<file path="config.mk">
export PLATFORM = sky130hd
export DESIGN_NAME = pt_walker
export DESIGN_NICKNAME = d
export VERILOG_FILES = /design/src/rtl/pt_walker.sv
export SDC_FILE = /design/constraint.sdc
export NUM_CORES = 1
export LEC_CHECK = 0
export BUFFER_PORTS_ARGS = -buffer_cell sky130_fd_sc_hd__buf_2
export CAP_MARGIN = 10
export CORE_AREA = 3 3 196 198
export DETAILED_ROUTE_END_ITERATION = 10
export DIE_AREA = 0 0 199 201
export MAX_ROUTING_LAYER = met4
export PLACE_DENSITY = 0.83
export SKIP_LAST_GASP = 1
export SYNTH_ARGS = -nofsm -noshare
export SYNTH_HDL_FRONTEND = slang
export SYNTH_SLANG_ARGS = --single-unit
</file>
<file path="constraint.sdc">
create_clock -name clk -period 4.7 [get_ports clk]
set_input_delay 0.705 -clock clk [delete_from_list [all_inputs] [get_ports clk]]
set_output_delay 0.705 -clock clk [all_outputs]
set_load 0.05 [all_outputs]
</file>
<file path="src/rtl/pt_walker.sv">
module pt_walker #(
  parameter int PA_W        = 48,
  parameter int SH_W        = 6,
  parameter int WD_W        = 5,
  parameter int TOP_LVL     = 4,
  parameter int PAGE_SHIFT  = 12,
  parameter int V_BIT       = 0,
  parameter int D_BIT       = 1,
  parameter int G_BIT       = 6,
  parameter int HUGE_BIT    = 6,
  parameter int HGLOBAL_BIT = 12,
  parameter int LEVEL_LSB   = 13,
  parameter int LEVEL_W     = 2,
  parameter int RPLV_BIT    = 63,
  parameter int NX_BIT      = 62,
  parameter int NR_BIT      = 61
) (
  input  logic                          clk,
  input  logic                          rst_n,
  input  logic                          req_valid,
  output logic                          req_ready,
  input  logic [63:0]                   req_vaddr,
  input  logic                          req_debug,
  input  logic [63:0]                   root_lo,
  input  logic [63:0]                   root_hi,
  input  logic [(TOP_LVL+1)*SH_W-1:0]   cfg_shift,
  input  logic [(TOP_LVL+1)*WD_W-1:0]   cfg_width,
  output logic                          mem_req_valid,
  input  logic                          mem_req_ready,
  output logic [PA_W-1:0]               mem_req_addr,
  input  logic                          mem_rsp_valid,
  input  logic [63:0]                   mem_rsp_data,
  output logic                          done,
  output logic [63:0]                   done_pa,
  output logic                          done_wr,
  output logic                          done_fault
);
  localparam int LV_W = $clog2(TOP_LVL + 1);
  localparam logic [63:0] PMASK = (64'd1 << PA_W) - 64'd1;

  typedef enum logic [2:0] {S_IDLE, S_SEL, S_ISSUE, S_WAIT, S_EVAL} st_t;

  st_t             st;
  logic [LV_W-1:0] lvl;
  logic [63:0]     base, va, entry, fin;
  logic [SH_W-1:0] used_sh;

  wire [SH_W-1:0] cur_sh = cfg_shift[lvl*SH_W +: SH_W];
  wire [WD_W-1:0] cur_wd = cfg_width[lvl*WD_W +: WD_W];
  wire [63:0]     idx    = (va >> cur_sh) & ((64'd1 << cur_wd) - 64'd1);
  wire [63:0]     dword  = mem_rsp_data & PMASK;

  assign mem_req_valid = (st == S_ISSUE);
  assign mem_req_addr  = PA_W'(base | (idx << 3));
  assign req_ready     = (st == S_IDLE) && !done;

  function automatic logic [63:0] unhuge(input logic [63:0] w);
    logic [63:0] r;
    r = w;
    r[LEVEL_LSB +: LEVEL_W] = '0;
    r[HUGE_BIT] = 1'b0;
    if (w[HGLOBAL_BIT]) begin
      r[HGLOBAL_BIT] = 1'b0;
      r[G_BIT]       = 1'b1;
    end
    return r;
  endfunction

  always_comb begin
    fin = entry + (va & PMASK & ((64'd1 << used_sh) - 64'd1));
    fin[RPLV_BIT] = 1'b0;
    fin[NX_BIT]   = 1'b0;
    fin[NR_BIT]   = 1'b0;
    fin[PAGE_SHIFT-1:0] = '0;
  end

  always_ff @(posedge clk) begin
    if (!rst_n) begin
      st         <= S_IDLE;
      lvl        <= '0;
      base       <= '0;
      va         <= '0;
      entry      <= '0;
      used_sh    <= '0;
      done       <= 1'b0;
      done_pa    <= '0;
      done_wr    <= 1'b0;
      done_fault <= 1'b0;
    end else begin
      done <= 1'b0;
      case (st)
        S_IDLE: if (req_valid && req_ready) begin
          va <= req_vaddr;
          if (!req_debug) begin
            done       <= 1'b1;
            done_fault <= 1'b1;
            done_wr    <= 1'b0;
            done_pa    <= '0;
          end else begin
            base <= (req_vaddr[63] ? root_hi : root_lo) & PMASK;
            lvl  <= LV_W'(TOP_LVL);
            st   <= S_SEL;
          end
        end
        S_SEL: begin
          if (lvl != '0 && cur_wd == '0) lvl <= lvl - LV_W'(1);
          else st <= S_ISSUE;
        end
        S_ISSUE: if (mem_req_ready) st <= S_WAIT;
        S_WAIT: if (mem_rsp_valid) begin
          if (lvl != '0) begin
            if (dword[HUGE_BIT]) begin
              entry   <= unhuge(dword);
              used_sh <= cur_sh;
              st      <= S_EVAL;
            end else begin
              base <= dword;
              lvl  <= lvl - LV_W'(1);
              st   <= S_SEL;
            end
          end else begin
            entry   <= mem_rsp_data;
            used_sh <= cur_sh;
            st      <= S_EVAL;
          end
        end
        S_EVAL: begin
          done       <= 1'b1;
          done_fault <= !entry[V_BIT];
          done_wr    <= entry[V_BIT] & entry[D_BIT];
          done_pa    <= entry[V_BIT] ? fin : 64'd0;
          st         <= S_IDLE;
        end
        default: st <= S_IDLE;
      endcase
    end
  end

  p_nodebug_fault_r10: assert property (@(posedge clk) disable iff (!rst_n)
    req_valid && req_ready && !req_debug |=> done && done_fault);

  p_done_pulse_r11: assert property (@(posedge clk) disable iff (!rst_n)
    done |=> !done);

  p_req_hold_r12: assert property (@(posedge clk) disable iff (!rst_n)
    mem_req_valid && !mem_req_ready |=> mem_req_valid && $stable(mem_req_addr));

  p_page_align_r9: assert property (@(posedge clk) disable iff (!rst_n)
    done && !done_fault |-> done_pa[PAGE_SHIFT-1:0] == '0);

  p_attr_clear_r9: assert property (@(posedge clk) disable iff (!rst_n)
    done && !done_fault |-> !done_pa[RPLV_BIT] && !done_pa[NX_BIT] && !done_pa[NR_BIT]);

  p_fault_nowr_r7: assert property (@(posedge clk) disable iff (!rst_n)
    done && done_fault |-> !done_wr && done_pa == 64'd0);
endmodule

</file>
==> results_dict.tcl <==
set metrics [dict create \
    place.gp.congestion 1.08 \
    cts_tree "done" \
    finalClockSkew_ns 0.00863 \
    hold_violations 0 \
    slowest_stage "dfxtp_4" \
    async_reset_ff_share_pct 0 \
    dpl.hpwl_mm 62.4 \
    synth-edff-count 0 \
    antenna_found_initial 3 \
    hold_path_class "in -> reg" \
    synth_area_leaders "dfxtp_1, mux2i_1, nand2_1" \
    grt_pass1_wl_mm 116 \
    fin_crit_sh_pct 101 \
    routedWlPerCell_um 24.4 \
    h-tree-depth 1 \
    grt_max_degree 106 \
    cts_buffers 26 \
    drv_slew 0 \
    cts_hold_buf 0 \
    antenna_left 0 \
    slowest_delay_ns 0.39 \
    ys_seq_elements 237 \
    dp_cells 3208 \
    cp-end-kind "output pin" \
    synth_top_cell_by_area "dfxtp_1" \
    grt_pass1_vias 19300 \
    synthMuxAreaShare_pct 16.7 \
    place.port_buffers 383 \
    p_per_area_mw_per_mm2 644 \
    synth_top_family_by_area "compound AO/OA/AOI/OAI gates" \
    worst_pin_slew_ns 1.23 \
    min_period_ns 4.74 \
    ctsRootBufferMaster "clkbuf_16" \
    status "finished with violations" \
    clock-sinks 237 \
    drv_cap 0 \
    path_buf_inv 6 \
    yosysTopAreaCellShare_pct 25.9 \
    wirelength_mm 79.9 \
    cts.path.max_buffers 3 \
    p_leak_nw 10.1 \
    rows 70 \
    path_class "reg -> out" \
    remaining_drc_errors 0 \
    slew_headroom_pct 18.2 \
    crit_fanout 15 \
    die-area_sq_mm 0.0400 \
    coreArea_sq_mm 0.0367 \
    area_growth_pct 25.4 \
    ys_warn_count 0 \
    initial_core_util_pct 50.0 \
    violations "negative setup slack" \
    synth-simple-area-share_pct 20.6 \
    synthFlopType "dfxtp_1" \
    yosysUniqueCellTypes 81 \
    fin_nets 3153 \
    start_kind "flop" \
    finalSetupViolCount 1 \
    synth_cells 2403 \
    synth_adder_area_share_pct 3.48 \
    layout-drive-gt1-share_pct 27.0 \
    critical-path-top-delay-family "buffers and inverters" \
    crit_chain "buf_6 > mux2i_1 > o2bb2ai_1 > a21oi_4 > buf_12 > buf_6 > buf_4 > mux2i_2 > mux2_2 > a21oi_2 > mux2i_2 > a221oi_2 > a21oi_2 > buf_4 > buf_2" \
    critical_path_required_ns 3.99 \
    io_pins 434 \
    setup_slack_ns -0.0388 \
    clock.fmax_ghz 0.211 \
    insertion_delay_ns 0.57 \
    ys_seq_area_share_pct 25.9 \
    track_usage_pct 38.9 \
    die-height_um 201 \
    die_x_um 199 \
    synth_xor_area_share_pct 2.44 \
    n_fill_cell 3284 \
    rsz0062_at_grt "yes" \
    crit_arrival_ns 4.03 \
    dr_total_vias 20400 \
    seq_area_sq_mm 0.00475 \
    finalNonFillerCells 3274 \
    dr.pass1.iters 5 \
    ir_drop_mv 1.02 \
    whs_ns 0.386 \
    postLayoutCoreUtil_pct 62.7 \
    synth_compound_area_share_pct 25.2 \
    syn_area_per_cell_sq_um 7.63 \
    synth.cell_area_sq_mm 0.0183 \
    vias_per_cell 6.22 \
    gr-total-overflow 0 \
    clk_pin_slew_worst_paths_ns 0.06 \
    multi_input_area_sq_mm 0.0131 \
    initialDrtViolationCount 2174 \
]
==> worst reg2reg max path: cells and delay by family (launching register included) <==
family | cells | cell delay, ns
simple gates | 9 | 1.79
buf+inv | 6 | 0.93
compound gates | 4 | 0.65
fa+ha+maj | 2 | 0.58
flops | 1 | 0.33
xor+xnor | 1 | 0.12
==> cell type report <==
cell class | count | area share, %
diodes | 2 | 0.0218
clock buffers | 36 | 3.25
clock inverters | 11 | 0.854
inverters | 26 | 0.441
multi-input cells | 1943 | 57.2
flip-flops and latches | 237 | 20.7
well taps | 468 | 2.55
repair buffers | 551 | 15.1
==> placed cells by master, fill, tap and decap left out, types with 14 or more instances in the layout <==
master     instances
a21boi_0         133
conb_1            15
mux2_2            37
dfxtp_1          235
xnor2_1           40
inv_1             24
and2_1            20
nor3_1            31
buf_4            160
mux2i_2           33
o21ai_1           19
mux2i_1          210
a21oi_1          135
nand4_1           18
nor2_1           153
a21o_1            33
nor2b_1           82
nand2_1          427
clkbuf_16         27
buf_2            369
nand3_1           54
ha_1              49
a211oi_1          58
a22oi_1           29
buf_12            14
o21a_1            16
o21ai_0           86
==> routing by layer <==
metal | GRT usage, % | vias up | wire length [um]
li1 | - | 9350 | -
met1 | 50.0 | 9662 | 31900
met2 | 59.6 | 1144 | 35600
met3 | 4.65 | 214 | 6920
met4 | 20.8 | 0 | 5490
met5 | - | - | 0
==> flip-flops by register name, indices dropped and copies added (netlist names) <==
| signal | count |
|---|---|
| base | 48 |
| done | 1 |
| done_fault | 1 |
| done_pa | 49 |
| done_wr | 1 |
| entry | 61 |
| lvl | 3 |
| st | 3 |
| used_sh | 6 |
| va | 64 |
==> power breakdown <==
group | switching (W) | internal (W)
sequential | 0.000441 | 0.00232
combinational | 0.00620 | 0.00359
clock | 0.000878 | 0.00138
total | 0.00752 | 0.00729
==> final timing paths <==
kind	from	to	slack, ns	cells past startpoint
max	lvl[0]	mem_req_addr[9]	-0.04	15
min	req_vaddr[16]	va[16]	0.39	3
max reg2reg	used_sh[1]	done_pa[54]	0.17	22
min reg2reg	done_pa[37]	done_pa[37]	0.45	2
==> cells by family (layout without fill, tap and decap cells) <==
kind of cell / count (synthesis) / after routing
compound gates: 678 / 678
xor+xnor: 51 / 51
fa+ha+maj: 51 / 51
buf+inv: 237 / 624
flops: 237 / 237
mux: 295 / 295
other cells: 1 / 17
simple gates: 853 / 853
==> cell usage after synthesis (all sizes together), types with 4 or more instances <==
master	instances
nand2b	5
a2111oi	6
a311o	4
nor4	11
a31oi	10
mux2	39
o21a	16
clkbuf	150
mux4	5
o221ai	5
a211oi	61
buf	61
a21boi	136
o31ai	5
a21o	33
nor3	35
and2	27
ha	51
a22oi	32
o211a	9
xor2	11
nand3	55
nand2	432
nor2	155
a211o	7
a221oi	6
inv	25
o21bai	14
or2	5
nor2b	83
o2bb2ai	4
o31a	5
dfxtp	237
a32oi	7
o22ai	12
xnor2	40
and3	14
a21oi	145
o21ai	107
o211ai	10
a22o	9
mux2i	251
nand4	18
or4	6
==> through the flow <==
stage | setup WS (ns) | total power (W) | instance area [sq um] | setup TNS [ns]
floorplan | 0.170 | 0.00854 | 18400 | 0
global placement | -0.103 | 0.0115 | 21300 | -0.332
detailed placement | -0.00757 | 0.0115 | 21300 | -0.00814
CTS | -0.0804 | 0.0141 | 22500 | -0.158
global route | -0.108 | 0.0154 | 23000 | -0.756
finish | -0.0388 | 0.0148 | 23000 | -0.0388
==> timing repair <==
action,CTS,global route
endpoints found under the setup margin,38,59
buffers inserted,3,12
pin swaps,5,12
resized for setup,30,112
cloned,2,1
(Power assumes the default switching activity.)
